`config.mk`:
```
export PLATFORM = sky130hd
export DESIGN_NAME = hpb_slave
export DESIGN_NICKNAME = d
export VERILOG_FILES = /design/src/rtl/hpb_pkg.sv /design/src/rtl/hpb_in_mask.sv /design/src/rtl/hpb_addr_latch.sv /design/src/rtl/hpb_regfile.sv /design/src/rtl/hpb_bus_drv.sv /design/src/rtl/hpb_slave.sv
export SDC_FILE = /design/constraint.sdc
export NUM_CORES = 2
export LEC_CHECK = 0
export BUFFER_PORTS_ARGS = -buffer_cell sky130_fd_sc_hd__buf_2
export CAP_MARGIN = 30
export CORE_UTILIZATION = 40
export DETAILED_ROUTE_END_ITERATION = 10
export PLACE_DENSITY_LB_ADDON = 0.15
export SYNTH_ARGS = -nofsm -noshare
export SYNTH_HDL_FRONTEND = slang
export SYNTH_SLANG_ARGS = --single-unit
export TNS_END_PERCENT = 10
```
`constraint.sdc`:
```
create_clock -name wr_stb_i -period 3.86 [get_ports wr_stb_i]
set_input_delay 0.193 -clock wr_stb_i [delete_from_list [all_inputs] [get_ports wr_stb_i]]
set_output_delay 0.193 -clock wr_stb_i [all_outputs]
set_load 0.03 [all_outputs]
```
`src/rtl/hpb_pkg.sv`:
```
package hpb_pkg;

   // Kind of transfer the current strobe cycle carries
   typedef enum logic [1:0] {
      XFER_NONE = 2'd0,
      XFER_ADDR = 2'd1,
      XFER_WR   = 2'd2,
      XFER_RD   = 2'd3
   } xfer_e;

   function automatic xfer_e classify(input logic dis, input logic ph, input logic dw);
      if (dis)     return XFER_NONE;
      else if (ph) return XFER_ADDR;
      else if (dw) return XFER_WR;
      else         return XFER_RD;
   endfunction

endpackage

```
`src/rtl/hpb_in_mask.sv`:
```
module hpb_in_mask
   import hpb_pkg::*;
#(
   parameter int DATA_W = 8
) (
   input  logic              port_dis_i,
   input  logic              stb_i,
   input  logic              phase_i,
   input  logic              dir_i,
   input  logic [DATA_W-1:0] bus_i,
   output logic              stb_m_o,
   output logic [DATA_W-1:0] bus_m_o,
   output xfer_e             xfer_o
);

   logic phase_m;
   logic dir_m;

   // A disabled port sees every pin at its pulled-up level
   always_comb begin
      stb_m_o = port_dis_i | stb_i;
      phase_m = port_dis_i | phase_i;
      dir_m   = port_dis_i | dir_i;
      bus_m_o = port_dis_i ? {DATA_W{1'b1}} : bus_i;
      xfer_o  = classify(port_dis_i, phase_m, dir_m);
   end

endmodule

```
`src/rtl/hpb_addr_latch.sv`:
```
module hpb_addr_latch
   import hpb_pkg::*;
#(
   parameter int DATA_W = 8,
   parameter int ADDR_W = 8
) (
   input  logic              rst_ni,
   input  logic              stb_i,
   input  xfer_e             xfer_i,
   input  logic [DATA_W-1:0] bus_m_i,
   output logic [ADDR_W-1:0] addr_o
);

   always_ff @(posedge stb_i or negedge rst_ni) begin
      if (!rst_ni)
         addr_o <= '0;
      else if (xfer_i == XFER_ADDR)
         addr_o <= bus_m_i[ADDR_W-1:0];
   end

endmodule

```
`src/rtl/hpb_regfile.sv`:
```
module hpb_regfile
   import hpb_pkg::*;
#(
   parameter int DATA_W         = 8,
   parameter int ADDR_W         = 8,
   parameter bit CLEAR_ON_RESET = 1'b1
) (
   input  logic              rst_ni,
   input  logic              stb_i,
   input  xfer_e             xfer_i,
   input  logic [ADDR_W-1:0] addr_i,
   input  logic [DATA_W-1:0] wdata_i,
   output logic [DATA_W-1:0] rdata_o
);

   localparam int DEPTH = 1 << ADDR_W;

   logic              wr_hit;
   logic [DATA_W-1:0] loc_q [DEPTH];

   assign wr_hit = (xfer_i == XFER_WR);

   for (genvar i = 0; i < DEPTH; i++) begin : g_loc
      logic [DATA_W-1:0] q;
      logic              sel;
      assign sel = wr_hit && (addr_i == ADDR_W'(i));
      if (CLEAR_ON_RESET) begin : g_clr
         always_ff @(posedge stb_i or negedge rst_ni) begin
            if (!rst_ni)  q <= '0;
            else if (sel) q <= wdata_i;
         end
      end else begin : g_keep
         always_ff @(posedge stb_i) begin
            if (sel) q <= wdata_i;
         end
      end
      assign loc_q[i] = q;
   end

   assign rdata_o = loc_q[addr_i];

endmodule

```
`src/rtl/hpb_bus_drv.sv`:
```
module hpb_bus_drv
   import hpb_pkg::*;
#(
   parameter int DATA_W    = 8,
   parameter bit IDLE_HIGH = 1'b1
) (
   input  xfer_e             xfer_i,
   input  logic              stb_m_i,
   input  logic [DATA_W-1:0] rdata_i,
   output logic [DATA_W-1:0] bus_o,
   output logic              oe_o
);

   // Drive only during the low half of a read data cycle
   assign oe_o = (xfer_i == XFER_RD) && !stb_m_i;

   if (IDLE_HIGH) begin : g_idle_hi
      assign bus_o = oe_o ? rdata_i : {DATA_W{1'b1}};
   end else begin : g_raw
      assign bus_o = rdata_i;
   end

endmodule

```
`src/rtl/hpb_slave.sv`:
```
module hpb_slave
   import hpb_pkg::*;
#(
   parameter int DATA_W         = 8,
   parameter int ADDR_W         = 8,
   parameter bit CLEAR_ON_RESET = 1'b1,
   parameter bit IDLE_HIGH      = 1'b1
) (
   input  logic              rst_ni,
   input  logic              wr_stb_i,
   input  logic              port_dis_i,
   input  logic              phase_i,
   input  logic              dir_i,
   input  logic [DATA_W-1:0] bus_i,
   output logic [DATA_W-1:0] bus_o,
   output logic              bus_oe_o
);

   if (DATA_W < 1) begin : g_bad_data
      $error("hpb_slave: DATA_W must be at least 1");
   end
   if (ADDR_W < 1 || ADDR_W > DATA_W) begin : g_bad_addr
      $error("hpb_slave: ADDR_W must fit on the data bus");
   end

   logic              stb_m;
   logic [DATA_W-1:0] bus_m;
   xfer_e             xfer;
   logic [ADDR_W-1:0] held_addr;
   logic [DATA_W-1:0] rd_data;

   hpb_in_mask #(.DATA_W(DATA_W)) u_mask (
      .port_dis_i (port_dis_i),
      .stb_i      (wr_stb_i),
      .phase_i    (phase_i),
      .dir_i      (dir_i),
      .bus_i      (bus_i),
      .stb_m_o    (stb_m),
      .bus_m_o    (bus_m),
      .xfer_o     (xfer)
   );

   hpb_addr_latch #(.DATA_W(DATA_W), .ADDR_W(ADDR_W)) u_addr (
      .rst_ni  (rst_ni),
      .stb_i   (wr_stb_i),
      .xfer_i  (xfer),
      .bus_m_i (bus_m),
      .addr_o  (held_addr)
   );

   hpb_regfile #(
      .DATA_W(DATA_W), .ADDR_W(ADDR_W), .CLEAR_ON_RESET(CLEAR_ON_RESET)
   ) u_regs (
      .rst_ni  (rst_ni),
      .stb_i   (wr_stb_i),
      .xfer_i  (xfer),
      .addr_i  (held_addr),
      .wdata_i (bus_m),
      .rdata_o (rd_data)
   );

   hpb_bus_drv #(.DATA_W(DATA_W), .IDLE_HIGH(IDLE_HIGH)) u_drv (
      .xfer_i  (xfer),
      .stb_m_i (stb_m),
      .rdata_i (rd_data),
      .bus_o   (bus_o),
      .oe_o    (bus_oe_o)
   );

endmodule

```
==> impl_metrics.yaml <==
outcome:
  status: "finished, violations left"
  violations: "negative setup slack"
floorplan:
  die_x_microns: 475
  start_util: 0.402
  rows: 173
  die_h_microns: 475
  core_area_sq_um: 222000
  ios: 22
  dieArea_sq_um: 225000
yosys:
  ys_seq_area_frac: 0.576
  yosysUniqueCellTypes: 52
  ys_ff_latch: 2056
  synth_cells: 8187
  synth_async_sr_flop_share: 1.00
  avgSynthCellArea_sq_um: 10.9
  synth-edff-count: 0
  yosysWarnings: 0
  netlist_area_sq_um: 89300
  synth_ff_type: "dfrtp_1"
  syn_nets: 8200
critical_path:
  critPathArrivalTime_ns: 4.45
  cp-end-kind: "primary output"
  crit_fanout: 11
  startpoint_type: "register"
  crit_type: "reg2out"
  required_ns: 3.67
sta:
  worst_slack_ns: -0.786
  fin_skew_ns: 0.0691
  drv_slew: 0
  whs_ns: 0.0524
  timing.final.crit_share: 1.20
  worstMarginPinSlew_ns: 1.08
  period_minus_slack_ns: 4.65
  fmax_ghz: 0.215
  hold_viol: 0
  slew_headroom: 0.277
  rsz0062_at_grt: "yes"
  setup-tns-final_ns: -5.54
  setup-violations-final: 49
power_and_ir_drop:
  p_leak_nw: 46.0
  ir_drop_mv: 0.398
  power_density_nw_per_um2: 504
global_route:
  grt_pass1_wl_microns: 431000
  overflow: 0
  grt_max_degree: 161
  antenna_found_initial: 8
  first_global_vias: 62600
  grt_usage: 0.260
clock_tree:
  insertion_delay_ns: 0.99
  cts_tree: "done"
  path_clk_slew_ns: 0.06
layout:
  nFillCells: 20400
  drive_above_1_share: 0.185
  final_cell_mix: "dfrtp_1, nand2_1, o21ai_0"
  fin_nets: 8228
  area_growth_pct: 16.5
  final_cell_area_sq_um: 104000
  diodes: 0
  final_common_cell: "dfrtp_1"
route:
  ant_nets: 0
  routedWlPerCell_microns: 25.2
  first_pass_iters: 6
  drtIter0Drc: 5391
  viasPerCell: 5.56
  dr_total_vias: 63300
  wirelength_microns: 286000
  drcViolationCount: 0
placement:
  preCtsSetupSlack_ns: -0.110
  dp_hpwl_microns: 186000
  place_area_sq_um: 94400
  port_buffers: 21
  gp_congestion: 0.868
run:
  drv_cap: 0
worst_hold_path:
  hold_class: "in2async"
## per-stage QoR
step | power, mW | std cells | util
2_1_floorplan | 27.0 | 8187 | -
3_3_place_gp | 29.8 | 10900 | 0.425
3_5_place_dp | 29.9 | 10900 | 0.425
4_1_cts | 52.8 | 11400 | 0.467
5_1_grt | 54.3 | 11400 | 0.469
6_report | 52.5 | 11400 | 0.469
## Yosys cell counts, types with 3 or more instances
cell type  number  area share
a2111oi_0       3     0.00029
buf_2          85      0.0048
o22ai_1        21      0.0015
a22oi_1        60      0.0050
mux2i_1       120       0.013
and3_1          4     0.00028
a31oi_1         7     0.00049
a211oi_1        4     0.00034
dfrtp_1      2056        0.58
nand4_1        15      0.0011
nand2_1      1801       0.076
nor2b_1        12     0.00084
o221ai_1        5     0.00049
buf_1          23     0.00097
nand3_1        20      0.0011
and2_1          5     0.00035
o21ai_0      1569       0.088
a221oi_1        5     0.00049
nand2b_1       12     0.00084
a21oi_1       527       0.030
nor4_1          5     0.00035
or3_1           9     0.00063
nor2_1        604       0.025
mux2_2         26      0.0033
mux4_2        545        0.14
nor3_1         22      0.0012
clkbuf_1      545       0.023
or2_2           3     0.00021
buf_4          26      0.0022
buf_8           4     0.00067
buf_6          16      0.0020
## path summary, 6_finish.rpt
check,startpoint,endpoint,depth (start not counted),slack (ns)
worst max register to register,u_addr.addr_o[7],u_regs.g_loc[117].q[4],6,0.43
max in group asynchronous,rst_ni,u_regs.g_loc[127].q[3],4,2.79
worst min-delay path,rst_ni,u_regs.g_loc[128].q[3],3,0.05
min in group wr_stb_i,bus_i[4],u_regs.g_loc[86].q[4],4,0.14
worst max-delay path,u_addr.addr_o[0],bus_o[6],11,-0.79
worst min register to register,u_regs.g_loc[50].q[1],u_regs.g_loc[50].q[1],2,0.47
## power by group
part / switching (mW) / internal [mW]
combinational: 4.05 / 2.77
clock: 9.32 / 13.1
sequential: 0.613 / 22.6
## area by class of cell
class | instances | area, sq um | area share
multi-input cells | 5430 | 35800 | 0.344
repair buffers | 481 | 5170 | 0.0497
clock inverters | 63 | 858 | 0.00825
well taps | 2975 | 3720 | 0.0358
clock buffers | 368 | 7050 | 0.0678
flip-flops and latches | 2056 | 51500 | 0.495
inverters | 1 | 3.75 | 0.0000361
## registers in the layout (all words and copies together) (netlist names)
signal,flops
u_regs.g_loc.q,2048
u_addr.addr_o,8
## repair_timing
action                                   CTS  global route
endpoints found under the setup margin    51            49
hold buffers                              20             0
cloned                                     7             0
pin swaps                                 17            29
hold endpoints to repair                1889             0
buffers inserted                          36            12
gates resized for setup                  148            66
## kinds of logic (layout without fill, tap and decap cells)
family	after synthesis	after routing	synth area share
AOI/OAI and AO/OA	2219	2219	0.128
buffers and inverters	701	913	0.0336
DFF	2056	2056	0.576
muxes	691	691	0.154
and+or+nand+nor	2520	2520	0.109
## routing by layer
| layer | track usage | wire length [microns] |
|---|---|---|
| met1 | 0.363 | 126000 |
| met4 | 0.102 | 11500 |
| met2 | 0.400 | 132000 |
| met5 | 0 | 69 |
| met3 | 0.0491 | 16800 |
## worst max-delay path, stage by stage, from the launching register on
cell	delay, ns
dfrtp_4	0.50
buf_12	0.19
buf_12	0.14
buf_12	0.13
mux4_2	0.53
mux2i_4	0.28
a221o_1	0.22
a21oi_2	0.06
a31oi_4	0.19
nand4_1	0.27
nand4b_1	0.59
buf_6	0.32
(Power assumes the default switching activity.)
